## src/rtl/i2s_tx_pkg.sv

```systemverilog
package i2s_tx_pkg;
    parameter int BYTE_BITS  = 8;
    parameter int DATA_BITS  = 32;
    parameter int WORD_BYTES = DATA_BITS / BYTE_BITS;
    parameter int FIFO_BYTES = 64;
    parameter int PTR_W      = $clog2(FIFO_BYTES);
    parameter int LVL_W      = PTR_W + 1;
    parameter int DIV_W      = 8;
    parameter int LEN_W      = 7;

    typedef struct packed {
        logic [PTR_W-1:0] wr_ptr;
        logic [PTR_W-1:0] rd_ptr;
        logic [LVL_W-1:0] level;
    } fifo_state_t;

    typedef struct packed {
        logic [DIV_W-1:0] cnt;
        logic             bclk;
    } clk_state_t;

    typedef struct packed {
        logic                 run;
        logic [LEN_W-1:0]     pos;
        logic                 lr;
        logic [DATA_BITS-1:0] sh;
        logic                 underrun;
    } slot_state_t;
endpackage

```

## src/rtl/tx_byte_fifo.sv

```systemverilog
module tx_byte_fifo
    import i2s_tx_pkg::*;
(
    input  logic                 clk,
    input  logic                 rst_n,
    input  logic                 push,
    input  logic [BYTE_BITS-1:0] push_data,
    input  logic                 pop,
    output logic [DATA_BITS-1:0] word_out,
    output logic                 has_word,
    output logic                 full,
    output logic [LVL_W-1:0]     level
);
    fifo_state_t st_d, st_q;
    logic [BYTE_BITS-1:0] mem [FIFO_BYTES];
    logic push_ok, pop_ok;

    // Big-endian assembly: oldest byte lands in the top byte lane.
    for (genvar g = 0; g < WORD_BYTES; g++) begin : g_lane
        assign word_out[DATA_BITS-1-g*BYTE_BITS -: BYTE_BITS] = mem[st_q.rd_ptr + PTR_W'(g)];
    end

    assign full     = (st_q.level == LVL_W'(FIFO_BYTES));
    assign has_word = (st_q.level >= LVL_W'(WORD_BYTES));
    assign level    = st_q.level;

    always_comb begin
        st_d    = st_q;
        push_ok = push && !full;
        pop_ok  = pop && has_word;
        if (push_ok) st_d.wr_ptr = st_q.wr_ptr + PTR_W'(1);
        if (pop_ok)  st_d.rd_ptr = st_q.rd_ptr + PTR_W'(WORD_BYTES);
        st_d.level = st_q.level + LVL_W'(push_ok) - (pop_ok ? LVL_W'(WORD_BYTES) : '0);
    end

    always_ff @(posedge clk) begin
        if (!rst_n) st_q <= '0;
        else        st_q <= st_d;
    end

    always_ff @(posedge clk) begin
        if (push_ok) mem[st_q.wr_ptr] <= push_data;
    end


    level_bound_chk: assert property (@(posedge clk) disable iff (!rst_n)
        st_q.level <= LVL_W'(FIFO_BYTES));


    pop_needs_word_chk: assert property (@(posedge clk) disable iff (!rst_n)
        pop |-> has_word);
endmodule

```

## src/rtl/tx_bclk_gen.sv

```systemverilog
module tx_bclk_gen
    import i2s_tx_pkg::*;
(
    input  logic             clk,
    input  logic             rst_n,
    input  logic             en,
    input  logic [DIV_W-1:0] div,
    output logic             bclk,
    output logic             fall_evt
);
    clk_state_t st_d, st_q;
    logic tick;

    always_comb begin
        st_d     = st_q;
        fall_evt = 1'b0;
        tick     = (div != '0) && (st_q.cnt == div - DIV_W'(1));
        if (!en) begin
            st_d.cnt  = '0;
            st_d.bclk = 1'b1;
        end else if (div == '0) begin
            st_d.cnt = '0;
        end else if (tick) begin
            st_d.cnt  = '0;
            st_d.bclk = ~st_q.bclk;
            fall_evt  = st_q.bclk;
        end else begin
            st_d.cnt = st_q.cnt + DIV_W'(1);
        end
    end

    always_ff @(posedge clk) begin
        if (!rst_n) st_q <= '{cnt: '0, bclk: 1'b1};
        else        st_q <= st_d;
    end

    assign bclk = st_q.bclk;


    idle_high_chk: assert property (@(posedge clk) disable iff (!rst_n)
        !en |=> bclk);
endmodule

```

## src/rtl/tx_slot_shifter.sv

```systemverilog
module tx_slot_shifter
    import i2s_tx_pkg::*;
(
    input  logic                 clk,
    input  logic                 rst_n,
    input  logic                 en,
    input  logic                 fall_evt,
    input  logic [LEN_W-1:0]     slot_len,
    input  logic [DATA_BITS-1:0] word,
    input  logic                 has_word,
    output logic                 pop,
    output logic                 lrck,
    output logic                 sdata,
    output logic                 underrun
);
    slot_state_t st_d, st_q;
    logic [LEN_W-1:0] last_pos, cur_pos, nxt_pos;
    logic             cur_lr;

    assign last_pos = (slot_len < LEN_W'(DATA_BITS)) ? LEN_W'(DATA_BITS - 1) : slot_len - LEN_W'(1);

    always_comb begin
        st_d    = st_q;
        pop     = 1'b0;
        cur_pos = st_q.run ? st_q.pos : last_pos;
        cur_lr  = st_q.run ? st_q.lr  : 1'b1;
        nxt_pos = (cur_pos == last_pos) ? '0 : cur_pos + LEN_W'(1);
        st_d.run = en;
        if (!en) begin
            st_d.pos = last_pos;
            st_d.lr  = 1'b1;
            st_d.sh  = '0;
        end else begin
            if (!st_q.run) begin
                st_d.underrun = 1'b0;
                st_d.pos      = cur_pos;
                st_d.lr       = cur_lr;
            end
            if (fall_evt) begin
                st_d.pos = nxt_pos;
                st_d.lr  = (cur_pos == last_pos) ? ~cur_lr : cur_lr;
                if (nxt_pos == LEN_W'(1)) begin
                    if (has_word) begin
                        pop     = 1'b1;
                        st_d.sh = word;
                    end else begin
                        st_d.sh       = '0;
                        st_d.underrun = 1'b1;
                    end
                end else begin
                    st_d.sh = {st_q.sh[DATA_BITS-2:0], 1'b0};
                end
            end
        end
    end

    always_ff @(posedge clk) begin
        if (!rst_n) st_q <= '{run: 1'b0, pos: '0, lr: 1'b1, sh: '0, underrun: 1'b0};
        else        st_q <= st_d;
    end

    assign lrck     = st_q.lr;
    assign sdata    = st_q.sh[DATA_BITS-1];
    assign underrun = st_q.underrun;


    underrun_sticky_chk: assert property (@(posedge clk) disable iff (!rst_n)
        $past(en) && $past(st_q.run) && $past(st_q.underrun) |-> st_q.underrun);


    pos_range_chk: assert property (@(posedge clk) disable iff (!rst_n)
        en && st_q.run |-> st_q.pos <= last_pos);
endmodule

```

## src/rtl/i2s_tx_master.sv

```systemverilog
module i2s_tx_master
    import i2s_tx_pkg::*;
(
    input  logic                 clk,
    input  logic                 rst_n,
    input  logic                 cfg_enable,
    input  logic [DIV_W-1:0]     cfg_div,
    input  logic [LEN_W-1:0]     cfg_slot_len,
    input  logic [LVL_W-1:0]     cfg_alarm_lvl,
    input  logic                 cfg_irq_en,
    input  logic                 wr_valid,
    input  logic [BYTE_BITS-1:0] wr_byte,
    output logic                 fifo_full,
    output logic                 tx_alarm,
    output logic                 tx_irq,
    output logic                 underrun,
    output logic                 bclk,
    output logic                 lrck,
    output logic                 sdata
);
    logic [DATA_BITS-1:0] q_word;
    logic                 q_has_word, q_pop, fall_evt;
    logic [LVL_W-1:0]     q_level;

    tx_byte_fifo u_fifo (
        .clk(clk), .rst_n(rst_n), .push(wr_valid), .push_data(wr_byte),
        .pop(q_pop), .word_out(q_word), .has_word(q_has_word),
        .full(fifo_full), .level(q_level)
    );

    tx_bclk_gen u_clkgen (
        .clk(clk), .rst_n(rst_n), .en(cfg_enable), .div(cfg_div),
        .bclk(bclk), .fall_evt(fall_evt)
    );

    tx_slot_shifter u_shift (
        .clk(clk), .rst_n(rst_n), .en(cfg_enable), .fall_evt(fall_evt),
        .slot_len(cfg_slot_len), .word(q_word), .has_word(q_has_word),
        .pop(q_pop), .lrck(lrck), .sdata(sdata), .underrun(underrun)
    );

    always_comb begin
        tx_alarm = (q_level <= cfg_alarm_lvl);
        tx_irq   = tx_alarm && cfg_irq_en;
    end


    lrck_on_fall_chk: assert property (@(posedge clk) disable iff (!rst_n)
        cfg_enable && $past(cfg_enable) && (lrck != $past(lrck)) |-> $fell(bclk));


    sdata_on_fall_chk: assert property (@(posedge clk) disable iff (!rst_n)
        cfg_enable && $past(cfg_enable) && !$fell(bclk) |-> $stable(sdata));
endmodule

```

## config.mk

```make
export PLATFORM = sky130hd
export DESIGN_NAME = i2s_tx_master
export DESIGN_NICKNAME = d
export VERILOG_FILES = /design/src/rtl/i2s_tx_pkg.sv /design/src/rtl/tx_byte_fifo.sv /design/src/rtl/tx_bclk_gen.sv /design/src/rtl/tx_slot_shifter.sv /design/src/rtl/i2s_tx_master.sv
export SDC_FILE = /design/constraint.sdc
export NUM_CORES = 1
export LEC_CHECK = 0
export BUFFER_PORTS_ARGS = -buffer_cell sky130_fd_sc_hd__buf_2
export CORE_MARGIN = 10
export CORE_UTILIZATION = 53
export DETAILED_ROUTE_END_ITERATION = 8
export GPL_TIMING_DRIVEN = 0
export HOLD_SLACK_MARGIN = 0.02
export PLACE_DENSITY = 0.67
export SYNTH_ARGS = -nofsm -noshare
export SYNTH_HDL_FRONTEND = slang
export SYNTH_SLANG_ARGS = --single-unit
```

## constraint.sdc

```tcl
create_clock -name clk -period 4.2 [get_ports clk]
set_input_delay 0.63 -clock clk [delete_from_list [all_inputs] [get_ports clk]]
set_output_delay 0.63 -clock clk [all_outputs]
set_load 0.02 [all_outputs]
```

Word-level counts from Yosys, hierarchy flattened
Memories as Yosys holds them, arrays and structs flattened. A register that Yosys moved wholly into a read port is not among the register bits.
Cells that the tools add are included.
{"block": "totals", "regBits": 70, "latch_bits": 0, "mem_bits_rw": 512, "rom_bits": 0, "in_bits": 35, "wordCells": 71, "n_memories": 1}
{"name": "u_fifo.mem", "depth": 64, "word_bits": 8, "rd": 4, "rd_clocked_by_memory_dff": 1, "wr": 1, "line": "tx_byte_fifo.sv:15", "source": "logic [BYTE_BITS-1:0] mem [FIFO_BYTES];"}
{"block": "classes", "add_sub_neg": 11, "multipliers": 0, "n_div": 0, "magnitude_cmp": 3, "eq_ne": 6, "n_shift": 0, "muxes": 25, "n_bitwise": 5, "reduce_logical": 10}
{"operator": "$mux 32", "n": 2}
{"operator": "$mux 41", "n": 1}
{"operator": "$mux 40", "n": 1}
{"operator": "$mux 7", "n": 3}
{"operator": "$mux 1", "n": 14}
{"operator": "$add 6x1->6 const B", "n": 2}
{"operator": "$add 6x2->6 const B", "n": 2}
{"operator": "$mux 6", "n": 2}
{"operator": "$add 8x1->8 const B", "n": 1}
{"operator": "$eq 8x8->1", "n": 1}
{"operator": "$logic_not 8->1", "n": 1}
{"operator": "$mux 8", "n": 1}
{"operator": "$reduce_bool 8->1", "n": 1}
{"operator": "$sub 8x1->8 const B", "n": 1}
{"operator": "$add 7x1->7", "n": 1}
{"operator": "$add 7x1->7 const B", "n": 1}
{"operator": "$eq 7x1->1 const B", "n": 1}
{"operator": "$eq 7x7->1", "n": 1}
{"operator": "$eq 7x7->1 const B", "n": 1}
{"operator": "$ge 7x3->1 const B", "n": 1}
{"operator": "$le 7x7->1", "n": 1}
{"operator": "$lt 7x6->1 const B", "n": 1}
{"operator": "$sub 7x1->7 const B", "n": 1}
{"operator": "$sub 7x7->7", "n": 1}
{"operator": "9 further kinds", "n": 17}

Logic depth before layout (Yosys ltp)
{"block": "depth", "depth_word": 12, "ltp_mapped": 19}

Modules after synthesis
From an unflattened synthesis, not the netlist that was laid out.
{"block": "unflattened", "cells_unflattened": 1420, "hier_area_um2": 24088.1}
{"module": "tx_byte_fifo", "instances": 1, "cells_each": 1078, "area_per_inst_um2": 21017.7, "seq_area_each_um2": 15795.1}
{"module": "tx_slot_shifter", "instances": 1, "cells_each": 243, "area_per_inst_um2": 2273.4, "seq_area_each_um2": 840.8}
{"module": "tx_bclk_gen", "instances": 1, "cells_each": 71, "area_per_inst_um2": 606.8, "seq_area_each_um2": 180.2}
{"module": "i2s_tx_master", "instances": 1, "cells_each": 28, "area_per_inst_um2": 190.2, "seq_area_each_um2": 0.0}

Worst setup path before layout
No wires, ideal clock.
{"block": "synth_path", "path_type": "input-to-reg", "from": "input port cfg_slot_len[0]", "to": "register u_fifo.st_q (netlist bit u_fifo.level[6])", "setup_ns": 0.070, "arrival_ns": 3.856, "t_required_ns": 4.130, "path_slack_ns": 0.273, "stages": 19, "path_buffers": 0, "cell_sequence": "inv_1 ha_1 nand2_1 mux2_2 ha_1 inv_1 xnor2_1 nand4b_1 nor3_1 nand3b_1 ha_1 ha_1 o21bai_1 a21oi_1 nor2_1 nor2_1 nor2_1 or3_1 a21oi_1"}
{"block": "synth_between", "elab_chain_cells": 12}
{"item": "start, declared", "line": "i2s_tx_master.sv:8", "source": "input logic [LEN_W-1:0] cfg_slot_len,"}
{"item": "$sub 7x1->7 or $lt 7x6->1 (tied branches)", "line": "tx_slot_shifter.sv:20", "source": "assign last_pos = (slot_len < LEN_W'(DATA_BITS)) ? LEN_W'(DATA_BITS - 1) : slot_len - LEN_W'(1);"}
{"item": "$mux 7 *", "line": "tx_slot_shifter.sv:20"}
{"item": "$mux 7", "line": "tx_slot_shifter.sv:25", "source": "cur_pos = st_q.run ? st_q.pos : last_pos;"}
{"item": "$add 7x1->7 or $eq 7x7->1 (tied branches)", "line": "tx_slot_shifter.sv:27", "source": "nxt_pos = (cur_pos == last_pos) ? '0 : cur_pos + LEN_W'(1);"}
{"item": "$mux 7 *", "line": "tx_slot_shifter.sv:27"}
{"item": "$eq 7x1->1 *", "line": "tx_slot_shifter.sv:42", "source": "if (nxt_pos == LEN_W'(1)) begin"}
{"item": "$mux 1 *", "line": "tx_slot_shifter.sv:42"}
{"item": "$mux 1 *", "line": "tx_slot_shifter.sv:39", "source": "if (fall_evt) begin"}
{"item": "$mux 1 *", "line": "tx_slot_shifter.sv:29", "source": "if (!en) begin"}
{"item": "$logic_and 1x1->1 *", "line": "tx_byte_fifo.sv:30", "source": "pop_ok = pop && has_word;"}
{"item": "$mux 3 *", "line": "tx_byte_fifo.sv:33", "source": "st_d.level = st_q.level + LVL_W'(push_ok) - (pop_ok ? LVL_W'(WORD_BYTES) : '0);"}
{"item": "$sub 7x7->7 *", "line": "tx_byte_fifo.sv:33"}
{"item": "end signal, assigned", "line": "tx_byte_fifo.sv:38", "source": "else st_q <= st_d;"}
{"item": "end, declared", "line": "tx_byte_fifo.sv:14", "source": "fifo_state_t st_d, st_q;"}
Mark *: on every way between the ends. The rest lies on a longest branch, timed or not.
A chain may end at the register's enable or synchronous reset.

Worst setup path in the final report
Ends and elaborated chain as after synthesis.

==> impl_metrics.toml <==
[worst_setup_path]
arrival_ns = 4.42
critPathMaxFanout = 6
critPathKind = "in2reg"
cp-end-kind = "flop"
cp-start-kind = "input pin"
cp.required_ns = 4.74

[worst_hold_path]
hold_path.class = "in2reg"

[placement]
placed_area_mm2 = 0.0249
dpl.hpwl_mm = 34.2
port_buffers = 38
dpl_worst_slack_ns = -0.578
place_congestion = 0.828

[timing]
skew_ns = 0.0168
rsz0062_at_grt = "no"
slew_headroom_pct = 9.00
period_needed_ns = 3.88
max_freq_mhz = 258
report.final.slew_viol_count = 0
finalCritPeriodShare_pct = 92.3
setup_viol = 0
hold_viol = 0
worst_slew_pin_slew_ns = 1.37
worst_slack_ns = 0.324

[drt]
wl_per_cell_um = 25.8
antenna_left = 0
drc = 0
first_pass_iters = 5
drt-initial-drc-count = 1178
vias = 12479
wirelength_mm = 53.3
vias_per_cell = 6.04

[floorplan]
die-area_mm2 = 0.0540
rows = 77
core_mm2 = 0.0444
io_pins = 42
die_w_um = 232
die_y_um = 232
start_util_pct = 53.9

[run]
maxCapViolCount = 0

[cells_and_area]
final_util_pct = 60.5
layout-drive-gt1-share_pct = 22.8
synthToLayoutAreaGrowth_pct = 12.3
diodes = 0
final_area_mm2 = 0.0269
fin_nets = 1490

[logic_synthesis]
synth_commonest_cells = "edfxtp_1, mux4_2, nor2_1"
synth_top_area_cell = "edfxtp_1"
synth_area_mm2 = 0.0239
synth_cells = 1328
syn_area_per_cell_um2 = 18.0
yosysMostFrequentCell = "edfxtp_1"
synth_warnings = 0
synth_top_area_share_pct = 64.3
ys_ff_latch = 584
synth-edff-count = 512
yosysUniqueCellTypes = 57
ys_top_cells_by_area = "edfxtp_1, mux4_2, dfxtp_1"
synth-seq-area-share_pct = 70.3
synthFlopType = "edfxtp_1"
syn-num-nets = 1389
ys_async_sr_fraction_pct = 0

[power_and_ir_drop]
ir_drop_mv = 0.305
p_per_area_mw_per_mm2 = 468
p_leak_nw = 8.32

[clock_tree]
clock_latency_ns = 0.62
cts_sinks = 584
cts_root_buf = "clkbuf_16"
h-tree-depth = 2
clk_path_buf_depth = 3
cts_tree = "done"
numCtsBuffers = 59
clk_pin_slew_ns = 0.06

[global_routing]
grt_use_total_pct = 19.9
gr-total-overflow = 0
grt_pass1_wl_mm = 79.8
first_global_vias = 12622
grt_max_degree = 65
antenna_found_initial = 0

[status]
status = "completed"
==> cell type report <==
cell class / count / area, um^2
fillers: 3231 / 17600
flip-flops and latches: 584 / 16800
multi-input cells: 635 / 6670
clock buffers: 77 / 1680
well taps: 592 / 741
plain buffers: 78 / 337
clock inverters: 30 / 293
repair buffers: 40 / 205
inverters: 31 / 120
==> cells in the final DEF (no fill, tap or decap), types with 4 or more instances in the layout <==
| cell type | instances |
|---|---|
| nor2_1 | 126 |
| xnor2_1 | 22 |
| o21ai_0 | 18 |
| nor3b_1 | 13 |
| xor2_1 | 14 |
| nor2b_1 | 7 |
| nand3b_1 | 7 |
| ha_1 | 26 |
| dfxtp_1 | 72 |
| buf_1 | 15 |
| o22ai_1 | 4 |
| nor3b_2 | 20 |
| mux4_2 | 160 |
| clkbuf_1 | 55 |
| a21oi_1 | 38 |
| and2_1 | 12 |
| nand4_1 | 7 |
| clkinv_2 | 7 |
| nand2_1 | 18 |
| nand3_1 | 17 |
| nor4_1 | 5 |
| a211oi_1 | 31 |
| nor3_1 | 22 |
| clkinv_1 | 14 |
| bufinv_16 | 6 |
| and3_1 | 7 |
| inv_1 | 30 |
| buf_2 | 52 |
| clkbuf_16 | 64 |
| o31ai_1 | 4 |
| edfxtp_1 | 512 |
| or3_1 | 9 |
==> path summary, 6_finish.rpt <==
check              startpoint                to  slack [ns]  depth (start not counted)
max           cfg_slot_len[0]   u_fifo.level[6]        0.32                         18
min                cfg_enable  u_shift.st_q[36]        0.42                          2
max reg2reg  u_shift.st_q[41]   u_fifo.level[6]        0.34                         18
min reg2reg  u_shift.underrun  u_shift.underrun        0.49                          2
==> cells by family (layout without fill, tap and decap cells) <==
group | after synthesis | after routing | share of synthesized area, %
XOR/XNOR | 36 | 36 | 1.32
buffers and inverters | 109 | 256 | 1.88
AO/OA/AOI/OAI | 124 | 124 | 3.38
AND/OR/NAND/NOR | 282 | 282 | 6.37
adder cells (fa/ha/maj) | 26 | 26 | 1.36
multiplexers | 167 | 167 | 15.4
flip-flops | 584 | 584 | 70.3
==> repair_timing <==
item	4_1_cts	5_1_grt
hold buffers	0	0
cloned	0	0
pin swaps	1	1
gates resized for setup	0	5
endpoints found under the setup margin	2	2
buffers inserted	1	1
==> report_power, final <==
group          total, mW  switching (mW)  leakage, nW  internal [mW]
Combinational      0.842           0.559         2.16          0.283
Clock               5.32            2.16        0.965           3.16
Sequential          6.42          0.0378         5.19           6.38
Total               12.6            2.76         8.32           9.83
==> critical path, stage by stage <==
cell and delay (ns):
buf_2 0.13, inv_1 0.08, ha_1 0.24, xor2_1 0.17
o31ai_1 0.68, xnor2_1 0.19, nand4b_1 0.14, nor3_1 0.26
nand3b_1 0.22, ha_1 0.37, ha_1 0.32, o21bai_1 0.09
a21oi_1 0.24, nor2_1 0.07, nor2_1 0.09, nor2_1 0.06
or3_1 0.31, a21oi_1 0.14
==> through the flow <==
step | TNS [ns] | power, mW | hold slack (ns) | std cells
floorplan | 0 | 7.06 | 0.447 | 1328
CTS | 0 | 12.6 | 0.387 | 2066
global placement | -1.21 | 7.34 | 0.462 | 1958
finish | 0 | 12.6 | 0.422 | 2067
global route | 0 | 13.0 | 0.452 | 2067
detailed placement | -1.42 | 7.37 | 0.478 | 1958
==> layer usage <==
| metal | wire [um] | GRT usage [%] |
|---|---|---|
| met4 | 1290 | 6.21 |
| met2 | 25800 | 31.9 |
| met3 | 3740 | 3.08 |
| met5 | 0 | 0 |
| met1 | 22500 | 27.6 |
==> state kept, by name, summed over array words and instances, names as in the netlist, named ones only <==
register,flops
u_fifo.mem,512
u_fifo.level,7
u_shift.st_q,39
u_fifo.st_q,10
u_shift.underrun,1
u_clkgen.st_q,8
u_clkgen.bclk,1
u_shift.lrck,1
u_shift.sdata,1
Note: power is estimated with default switching activity, not from simulation.
